===== src/rtl/hwcu_pkg.sv =====
package hwcu_pkg;

  typedef enum logic [1:0] {
    CYC_FETCH = 2'b00,
    CYC_IND   = 2'b01,
    CYC_EXE   = 2'b10,
    CYC_INT   = 2'b11
  } cyc_e;

  localparam logic [2:0] OPC_LDA = 3'd0;
  localparam logic [2:0] OPC_ADD = 3'd1;
  localparam logic [2:0] OPC_AND = 3'd2;
  localparam logic [2:0] OPC_ISZ = 3'd3;
  localparam logic [2:0] OPC_BSA = 3'd4;

  typedef enum logic [1:0] {MAR_HOLD, MAR_PC, MAR_IRA, MAR_SAVE} mar_src_e;
  typedef enum logic [1:0] {MBR_HOLD, MBR_MEM, MBR_PC, MBR_INC} mbr_src_e;
  typedef enum logic [1:0] {PC_HOLD, PC_INC, PC_IRA, PC_VEC} pc_src_e;
  typedef enum logic [1:0] {IR_HOLD, IR_ALL, IR_ADDR} ir_src_e;
  typedef enum logic [1:0] {R1_HOLD, R1_LOAD, R1_ADD, R1_AND} r1_src_e;

  typedef struct packed {
    mar_src_e mar;
    mbr_src_e mbr;
    pc_src_e  pc;
    ir_src_e  ir;
    r1_src_e  r1;
    logic     rd;
    logic     wr;
    logic     last;
    cyc_e     nxt;
    logic     int_entry;
  } ctl_t;

endpackage


===== src/rtl/hwcu_timing.sv =====
module hwcu_timing
  import hwcu_pkg::*;
#(
  parameter int STEP_W = 2
) (
  input  logic              clk,
  input  logic              rst_n,
  input  logic              last,
  input  cyc_e              nxt,
  output cyc_e              cyc,
  output logic [STEP_W-1:0] step
);

  cyc_e              cyc_d;
  logic [STEP_W-1:0] step_d;

  always_comb begin
    if (last) begin
      cyc_d  = nxt;
      step_d = '0;
    end else begin
      cyc_d  = cyc;
      step_d = step + 1'b1;
    end
  end

  always_ff @(posedge clk or negedge rst_n) begin
    if (!rst_n) begin
      cyc  <= CYC_FETCH;
      step <= '0;
    end else begin
      cyc  <= cyc_d;
      step <= step_d;
    end
  end

endmodule


===== src/rtl/hwcu_decode.sv =====
module hwcu_decode
  import hwcu_pkg::*;
#(
  parameter int STEP_W = 2,
  parameter int OPW    = 3
) (
  input  cyc_e              cyc,
  input  logic [STEP_W-1:0] step,
  input  logic [OPW-1:0]    opcode,
  input  logic              word_ind,
  input  logic              mbr_zero,
  input  logic              irq_go,
  output ctl_t              ctl
);

  localparam int STEPS = 1 << STEP_W;

  logic done;
  cyc_e follow;

  always_comb begin
    ctl    = '0;
    done   = 1'b0;
    follow = CYC_FETCH;
    unique case (cyc)
      CYC_FETCH: begin
        case (int'(step))
          0: ctl.mar = MAR_PC;
          1: begin ctl.mbr = MBR_MEM; ctl.rd = 1'b1; ctl.pc = PC_INC; end
          2: begin
            ctl.ir = IR_ALL;
            done   = 1'b1;
            follow = word_ind ? CYC_IND : CYC_EXE;
          end
          default: done = 1'b1;
        endcase
      end
      CYC_IND: begin
        follow = CYC_EXE;
        case (int'(step))
          0: ctl.mar = MAR_IRA;
          1: begin ctl.mbr = MBR_MEM; ctl.rd = 1'b1; end
          default: begin ctl.ir = IR_ADDR; done = 1'b1; end
        endcase
      end
      CYC_EXE: begin
        follow = irq_go ? CYC_INT : CYC_FETCH;
        if (opcode == OPC_LDA || opcode == OPC_ADD ||
            opcode == OPC_AND || opcode == OPC_ISZ) begin
          case (int'(step))
            0: ctl.mar = MAR_IRA;
            1: begin ctl.mbr = MBR_MEM; ctl.rd = 1'b1; end
            2: begin
              if (opcode == OPC_ISZ) ctl.mbr = MBR_INC;
              else begin
                done = 1'b1;
                if (opcode == OPC_LDA)      ctl.r1 = R1_LOAD;
                else if (opcode == OPC_ADD) ctl.r1 = R1_ADD;
                else                        ctl.r1 = R1_AND;
              end
            end
            default: begin
              ctl.wr = 1'b1;
              ctl.pc = mbr_zero ? PC_INC : PC_HOLD;
              done   = 1'b1;
            end
          endcase
        end else if (opcode == OPC_BSA) begin
          case (int'(step))
            0: begin ctl.mar = MAR_IRA; ctl.mbr = MBR_PC; end
            1: begin ctl.pc = PC_IRA; ctl.wr = 1'b1; end
            default: begin ctl.pc = PC_INC; done = 1'b1; end
          endcase
        end else begin
          done = 1'b1;
        end
        ctl.int_entry = done && irq_go;
      end
      CYC_INT: begin
        case (int'(step))
          0: ctl.mbr = MBR_PC;
          1: begin ctl.mar = MAR_SAVE; ctl.pc = PC_VEC; end
          default: begin ctl.wr = 1'b1; done = 1'b1; end
        endcase
      end
      default: done = 1'b1;
    endcase
    if (int'(step) == STEPS - 1) done = 1'b1;
    ctl.last = done;
    ctl.nxt  = follow;
  end

endmodule


===== src/rtl/hwcu_datapath.sv =====
module hwcu_datapath
  import hwcu_pkg::*;
#(
  parameter int             DW           = 16,
  parameter int             AW           = 12,
  parameter logic [AW-1:0]  RESET_PC     = 12'h010,
  parameter logic [AW-1:0]  SAVE_ADDR    = 12'h000,
  parameter logic [AW-1:0]  HANDLER_ADDR = 12'h001
) (
  input  logic          clk,
  input  logic          rst_n,
  input  ctl_t          ctl,
  input  logic [DW-1:0] mem_rdata,
  output logic [AW-1:0] mar,
  output logic [DW-1:0] mbr,
  output logic [AW-1:0] pc,
  output logic [DW-1:0] ir,
  output logic [DW-1:0] r1
);

  localparam int PADW = DW - AW;

  logic          mar_en, mbr_en, pc_en, ir_en, r1_en;
  logic [AW-1:0] mar_d, pc_d;
  logic [DW-1:0] mbr_d, ir_d, r1_d;

  always_comb begin
    mar_en = (ctl.mar != MAR_HOLD);
    unique case (ctl.mar)
      MAR_PC:   mar_d = pc;
      MAR_IRA:  mar_d = ir[AW-1:0];
      MAR_SAVE: mar_d = SAVE_ADDR;
      default:  mar_d = mar;
    endcase

    mbr_en = (ctl.mbr != MBR_HOLD);
    unique case (ctl.mbr)
      MBR_MEM: mbr_d = mem_rdata;
      MBR_PC:  mbr_d = {{PADW{1'b0}}, pc};
      MBR_INC: mbr_d = mbr + 1'b1;
      default: mbr_d = mbr;
    endcase

    pc_en = (ctl.pc != PC_HOLD);
    unique case (ctl.pc)
      PC_INC:  pc_d = pc + 1'b1;
      PC_IRA:  pc_d = ir[AW-1:0];
      PC_VEC:  pc_d = HANDLER_ADDR;
      default: pc_d = pc;
    endcase

    ir_en = (ctl.ir != IR_HOLD);
    unique case (ctl.ir)
      IR_ALL:  ir_d = mbr;
      IR_ADDR: ir_d = {ir[DW-1:AW], mbr[AW-1:0]};
      default: ir_d = ir;
    endcase

    r1_en = (ctl.r1 != R1_HOLD);
    unique case (ctl.r1)
      R1_LOAD: r1_d = mbr;
      R1_ADD:  r1_d = r1 + mbr;
      R1_AND:  r1_d = r1 & mbr;
      default: r1_d = r1;
    endcase
  end

  always_ff @(posedge clk or negedge rst_n) begin
    if (!rst_n) begin
      mar <= '0;
      mbr <= '0;
      pc  <= RESET_PC;
      ir  <= '0;
      r1  <= '0;
    end else begin
      if (mar_en) mar <= mar_d;
      if (mbr_en) mbr <= mbr_d;
      if (pc_en)  pc  <= pc_d;
      if (ir_en)  ir  <= ir_d;
      if (r1_en)  r1  <= r1_d;
    end
  end

endmodule


===== src/rtl/hw_cycle_ctrl.sv =====
module hw_cycle_ctrl
  import hwcu_pkg::*;
#(
  parameter int             DW           = 16,
  parameter int             AW           = 12,
  parameter int             OPW          = 3,
  parameter int             STEP_W       = 2,
  parameter logic [AW-1:0]  RESET_PC     = 12'h010,
  parameter logic [AW-1:0]  SAVE_ADDR    = 12'h000,
  parameter logic [AW-1:0]  HANDLER_ADDR = 12'h001
) (
  input  logic              clk,
  input  logic              rst_n,
  input  logic              irq,
  input  logic              int_en_set,
  output logic [AW-1:0]     mem_addr,
  output logic              mem_rd,
  output logic              mem_wr,
  output logic [DW-1:0]     mem_wdata,
  input  logic [DW-1:0]     mem_rdata,
  output logic [AW-1:0]     pc_o,
  output logic [DW-1:0]     ir_o,
  output logic [DW-1:0]     r1_o,
  output logic [1:0]        cyc_o,
  output logic [STEP_W-1:0] step_o
);

  localparam int IND_BIT = AW;
  localparam int OP_LSB  = DW - OPW;

  logic              rst_s1, rst_q_n;
  logic              ien, ien_d;
  ctl_t              ctl;
  cyc_e              cyc;
  logic [STEP_W-1:0] step;
  logic [AW-1:0]     mar, pc;
  logic [DW-1:0]     mbr, ir, r1;

  always_ff @(posedge clk or negedge rst_n) begin
    if (!rst_n) begin
      rst_s1  <= 1'b0;
      rst_q_n <= 1'b0;
    end else begin
      rst_s1  <= 1'b1;
      rst_q_n <= rst_s1;
    end
  end

  always_comb begin
    ien_d = ien;
    if (ctl.int_entry) ien_d = 1'b0;
    else if (int_en_set) ien_d = 1'b1;
  end

  always_ff @(posedge clk or negedge rst_q_n) begin
    if (!rst_q_n) ien <= 1'b0;
    else          ien <= ien_d;
  end

  hwcu_timing #(.STEP_W(STEP_W)) u_timing (
    .clk   (clk),
    .rst_n (rst_q_n),
    .last  (ctl.last),
    .nxt   (ctl.nxt),
    .cyc   (cyc),
    .step  (step)
  );

  hwcu_decode #(.STEP_W(STEP_W), .OPW(OPW)) u_decode (
    .cyc      (cyc),
    .step     (step),
    .opcode   (ir[DW-1:OP_LSB]),
    .word_ind (mbr[IND_BIT]),
    .mbr_zero (mbr == '0),
    .irq_go   (irq && ien),
    .ctl      (ctl)
  );

  hwcu_datapath #(
    .DW(DW), .AW(AW), .RESET_PC(RESET_PC),
    .SAVE_ADDR(SAVE_ADDR), .HANDLER_ADDR(HANDLER_ADDR)
  ) u_dp (
    .clk       (clk),
    .rst_n     (rst_q_n),
    .ctl       (ctl),
    .mem_rdata (mem_rdata),
    .mar       (mar),
    .mbr       (mbr),
    .pc        (pc),
    .ir        (ir),
    .r1        (r1)
  );

  assign mem_addr  = mar;
  assign mem_wdata = mbr;
  assign mem_rd    = ctl.rd;
  assign mem_wr    = ctl.wr;
  assign pc_o      = pc;
  assign ir_o      = ir;
  assign r1_o      = r1;
  assign cyc_o     = cyc;
  assign step_o    = step;

endmodule


===== config.mk =====
export PLATFORM = sky130hd
export DESIGN_NAME = hw_cycle_ctrl
export DESIGN_NICKNAME = d
export VERILOG_FILES = /design/src/rtl/hwcu_pkg.sv /design/src/rtl/hwcu_timing.sv /design/src/rtl/hwcu_decode.sv /design/src/rtl/hwcu_datapath.sv /design/src/rtl/hw_cycle_ctrl.sv
export SDC_FILE = /design/constraint.sdc
export NUM_CORES = 1
export LEC_CHECK = 0
export BUFFER_PORTS_ARGS = -buffer_cell sky130_fd_sc_hd__buf_2
export CORE_AREA = 4 4 126 152
export DETAILED_ROUTE_END_ITERATION = 16
export DIE_AREA = 0 0 130 156
export GPL_TIMING_DRIVEN = 0
export SYNTH_ARGS = -nofsm -noshare
export SYNTH_HDL_FRONTEND = slang
export SYNTH_SLANG_ARGS = --single-unit

===== constraint.sdc =====
create_clock -name clk -period 2.95 [get_ports clk]
set_input_delay 0.4425 -clock clk [delete_from_list [all_inputs] [get_ports clk]]
set_output_delay 0.4425 -clock clk [all_outputs]
set_load 0.005 [all_outputs]

==> out/qor.log <==
INFO  synthesis      synth_compound_gate_area_share=20.40%
INFO  routing        finalWirelength=16.77mm
INFO  floorplan      boundaryPins=98
INFO  power_and_ir_drop peakVddDrop=533.9µV
INFO  synthesis      postSynthRegisterBits=79
INFO  critical_path  crit_path_start=u_dp.mbr[0]$_DFFE_PN0P_
INFO  cells_and_area mostFrequentLayoutCells=buf_2 (109), dfrtp_1 (77), nand2_1 (70), o21ai_0 (45), a21oi_1 (45)
INFO  power_and_ir_drop sequential_power_share=31.2%
INFO  critical_path  reg2reg_capture_point=u_dp.r1[14]$_DFFE_PN0P_
INFO  critical_path  ff2ff_setup_slack=0.26ns
INFO  routing        dr_wl_met3=712µm
INFO  clock_network  clock_tree.buffer_depth=2
INFO  routing        drt_first_iter_violations=306
INFO  power_and_ir_drop power.share.switching=46.59%
INFO  floorplan      placeableCoreArea=0.01751mm²
INFO  power_and_ir_drop p_clk_share=14.8%
INFO  routing        ant_nets=0
INFO  cells_and_area layout_commonest_cell=buf_2
INFO  timing         finalMaxSlewViolations=0
INFO  floorplan      die_w=130µm
INFO  global_route   grt-ovfl-total=0
INFO  power_and_ir_drop power_switching=3.418mW
INFO  hold_path      worst_min_delay_path_class=flip-flop to async pin
INFO  cells_and_area net_count_reported_at_finish=757
INFO  placed_design  hpwl=12.76mm
INFO  clock_network  worst_skew_pair.late_latency=0.35ns
INFO  timing         timing.final.crit_period=2.694ns
INFO  clock_network  cts_buffers=9
INFO  synthesis      syn_avg_cell_area=8.735µm²
INFO  clock_network  ctsRootBufferMaster=clkbuf_16
INFO  power_and_ir_drop total_leakage_power=2.894nW
INFO  critical_path  regToRegStartpoint=u_dp.mbr[0]$_DFFE_PN0P_
INFO  routing        average_wire_length_per_cell_after_detail_routing=17.91µm
INFO  synthesis      netlist_instances=599
INFO  power_and_ir_drop internal-power=3.919mW
INFO  power_and_ir_drop finalPower=7.337mW
INFO  synthesis      netlist_area=0.005233mm²
INFO  cells_and_area post_route_cells_drive_above_1_share=23.04%
INFO  routing        highest-signal-layer=met4
INFO  critical_path  critPathLaunchType=flip-flop
INFO  critical_path  crit_arrival=2.96ns
INFO  synthesis      synth-xor-area-share=4.185%
INFO  clock_network  clkSlewWorstSetupHoldPaths=0.07ns
INFO  power_and_ir_drop cellPowerDensity=1159mW/mm²
INFO  global_route   first_global_vias=4,795
INFO  placed_design  buffer_ports.inserted=97
INFO  floorplan      design.die.area=0.02028mm²
INFO  timing         timing.final.crit_share=91.31%
INFO  synthesis      synth_fa_ha_area_share=6.361%
INFO  floorplan      placementRows=53
INFO  placed_design  finalWeightedCongestion=0.8652
INFO  power_and_ir_drop power_frac_comb=54.0%
INFO  job            max_cap_violations=0
INFO  timing         fin_worst_skew=0.009917ns
INFO  cells_and_area num_antenna_cells=0
INFO  routing        dr.pass1.iters=5
INFO  synthesis      synth_fp_nets=645
INFO  synthesis      synth_simple_gate_area_share=20.54%
INFO  global_route   grt_first_pass_wirelength=26.48mm
INFO  synthesis      synth-warning-count=0
INFO  floorplan      initial_standard_cell_utilization_of_the_core=29.89%
INFO  timing         slew_headroom=62.05%
INFO  clock_network  cts.sinks=79
INFO  routing        avgViaCountPerCell=5.287
INFO  timing         timing.final.ws_setup=0.2565ns
INFO  timing         max_freq=371.3MHz
INFO  synthesis      yosys_most_used_dff=dfrtp_1
INFO  synthesis      postSynth.asyncResetShare=100.0%
INFO  synthesis      synth.distinct_cells=66
INFO  cells_and_area syn_to_final_growth=21.02%
INFO  clock_network  tritoncts=done
INFO  run_status     outcome=completed
INFO  global_route   grt_max_degree=47
INFO  critical_path  worst-setup-path-type=flip-flop to flip-flop
INFO  synthesis      synth_top_family_by_area=simple AND/OR/NAND/NOR gates
INFO  synthesis      number_of_enable_type_register_cells_in_the_synthesized_netlist=0
INFO  critical_path  worst_setup_path_end_kind=flip-flop
INFO  synthesis      synth.mux.area_fraction=5.691%
INFO  critical_path  required=3.21ns
INFO  floorplan      floorplan.die.height=156µm
INFO  routing        route.vias.total=4,949
INFO  timing         final-hold-violation-count=0
INFO  timing         finalSetupViolCount=0
INFO  critical_path  critical_path_peak_fanout=6
INFO  clock_network  cts_htree_levels=3
INFO  placed_design  detailedPlace.worstSlack=0.07169ns
INFO  timing         rsz0062_at_grt=false
INFO  routing        route.layer.met1.wl=7.603mm
INFO  routing        total_length_of_routed_met2_wires=8.182mm
INFO  routing        drt_drc_violations_left=0
INFO  synthesis      share_of_synthesized_area_occupied_by_flip_flops_and_latches=37.80%
INFO  critical_path  rr_worst_depth=10
INFO  global_route   grtUsageTotal=16.64%
INFO  timing         tightest_slew=0.5693ns
INFO  global_route   antenna_found_initial=0
-- per-layer routing --
metal,vias to the layer above,GRT usage (%)
met5,-,0
met4,0,5.347
met3,18,2.226
met2,122,27.99
met1,2414,22.05
li1,2395,-
-- Yosys cell counts (3+ instances only) --
cell type,n,share of area [%]
dfrtp_1,78,37
nand2_1,70,5.0
o21ai_0,46,4.4
a21oi_1,45,4.3
nor2_1,42,3.0
o21ai_1,27,2.6
ha_1,25,6.0
and3_1,20,2.4
clkbuf_1,20,1.4
inv_1,15,1.1
mux2_2,14,3.0
mux2i_1,14,2.7
xnor2_1,14,2.3
nand3_1,13,1.2
nor3_1,13,1.2
buf_2,12,1.1
xor2_1,11,1.8
and2_1,10,1.2
a221oi_1,8,1.3
nand4_1,7,0.84
nand2b_1,5,0.60
nor2b_1,5,0.60
nor3b_1,5,0.72
a211oi_1,4,0.57
a31oi_1,4,0.48
buf_6,4,0.86
o22ai_1,4,0.48
o31ai_1,4,0.57
a21o_1,3,0.43
a221o_1,3,0.57
a222oi_1,3,0.57
a22o_1,3,0.50
a22oi_1,3,0.43
nor4_1,3,0.36
or3_1,3,0.36
-- power by group through the flow --
stage               Combinational, mW  Clock, mW  Sequential [mW]
finish                           3.96       1.08             2.29
floorplan                        2.71          0             2.10
global route                     4.45       1.16             2.37
detailed placement               3.95          0             2.29
CTS                              3.98       1.11             2.28
global placement                 3.88          0             2.31
-- worst max path at each step --
stage                                   end  slack, ns
floorplan           u_dp.r1[14]$_DFFE_PN0P_       0.50
global placement    u_dp.mbr[2]$_DFFE_PN0P_      -0.48
detailed placement  u_dp.r1[14]$_DFFE_PN0P_       0.07
CTS                 u_dp.r1[14]$_DFFE_PN0P_       0.04
global route        u_dp.r1[14]$_DFFE_PN0P_       0.02
finish              u_dp.r1[14]$_DFFE_PN0P_       0.26
-- stage by stage --
step / utilization, % / cell area (µm²) / std cells / TNS (ns) / hold slack [ns]
final: 36.17 / 6332 / 936 / 0 / 0.2872
after CTS: 36.08 / 6316 / 934 / 0 / 0.3200
after global routing: 36.17 / 6332 / 936 / 0 / 0.3379
after detailed placement: 34.41 / 6025 / 917 / 0 / 0.2288
after floorplan: - / 5233 / 599 / 0 / 0.1469
after global placement: 34.23 / 5993 / 916 / -36.26 / 0.2286
-- worst max-delay path: stages (launching register included) --
cell,delay (ns)
dfrtp_1,0.48
ha_1,0.30
fa_1,0.43
a21o_1,0.19
a211oi_1,0.29
o31ai_1,0.17
a211oi_2,0.20
buf_4,0.16
o21ai_1,0.10
xnor2_1,0.13
o21ai_0,0.16
-- area by class of cell --
| class | count | area [µm²] |
|---|---|---|
| well taps | 220 | 275.3 |
| repair buffers | 101 | 538.0 |
| clock inverters | 7 | 56.30 |
| fillers | 1877 | 11170 |
| flip-flops and latches | 79 | 1982 |
| inverters | 15 | 56.30 |
| plain buffers | 40 | 203.9 |
| multi-input cells | 465 | 2995 |
| clock buffers | 9 | 225.2 |
-- flip-flops by register name, indices dropped and copies added, names as in the netlist --
signal / flops
u_dp.mar: 12
rst_s1: 1
u_dp.r1: 16
rst_q_n: 1
u_dp.ir: 16
u_timing.step: 2
u_timing.cyc: 2
u_dp.pc: 12
ien: 1
u_dp.mbr: 16
-- kinds of logic (layout without fill, tap and decap cells) --
group           after synthesis  in the layout
fa+ha+maj                    26             26
simple gates                210            210
other cells                   1              1
mux                          28             28
compound gates              175            175
buf+inv                      55            172
xor+xnor                     25             25
flops                        79             79
-- timing repair --
item,4_1_cts,5_1_grt
hold buffers,1,0
gates resized for setup,0,3
endpoints found under the hold margin,2,0
setup endpoints to repair,0,5
setup buffers,0,2
(Power assumes the default switching activity.)
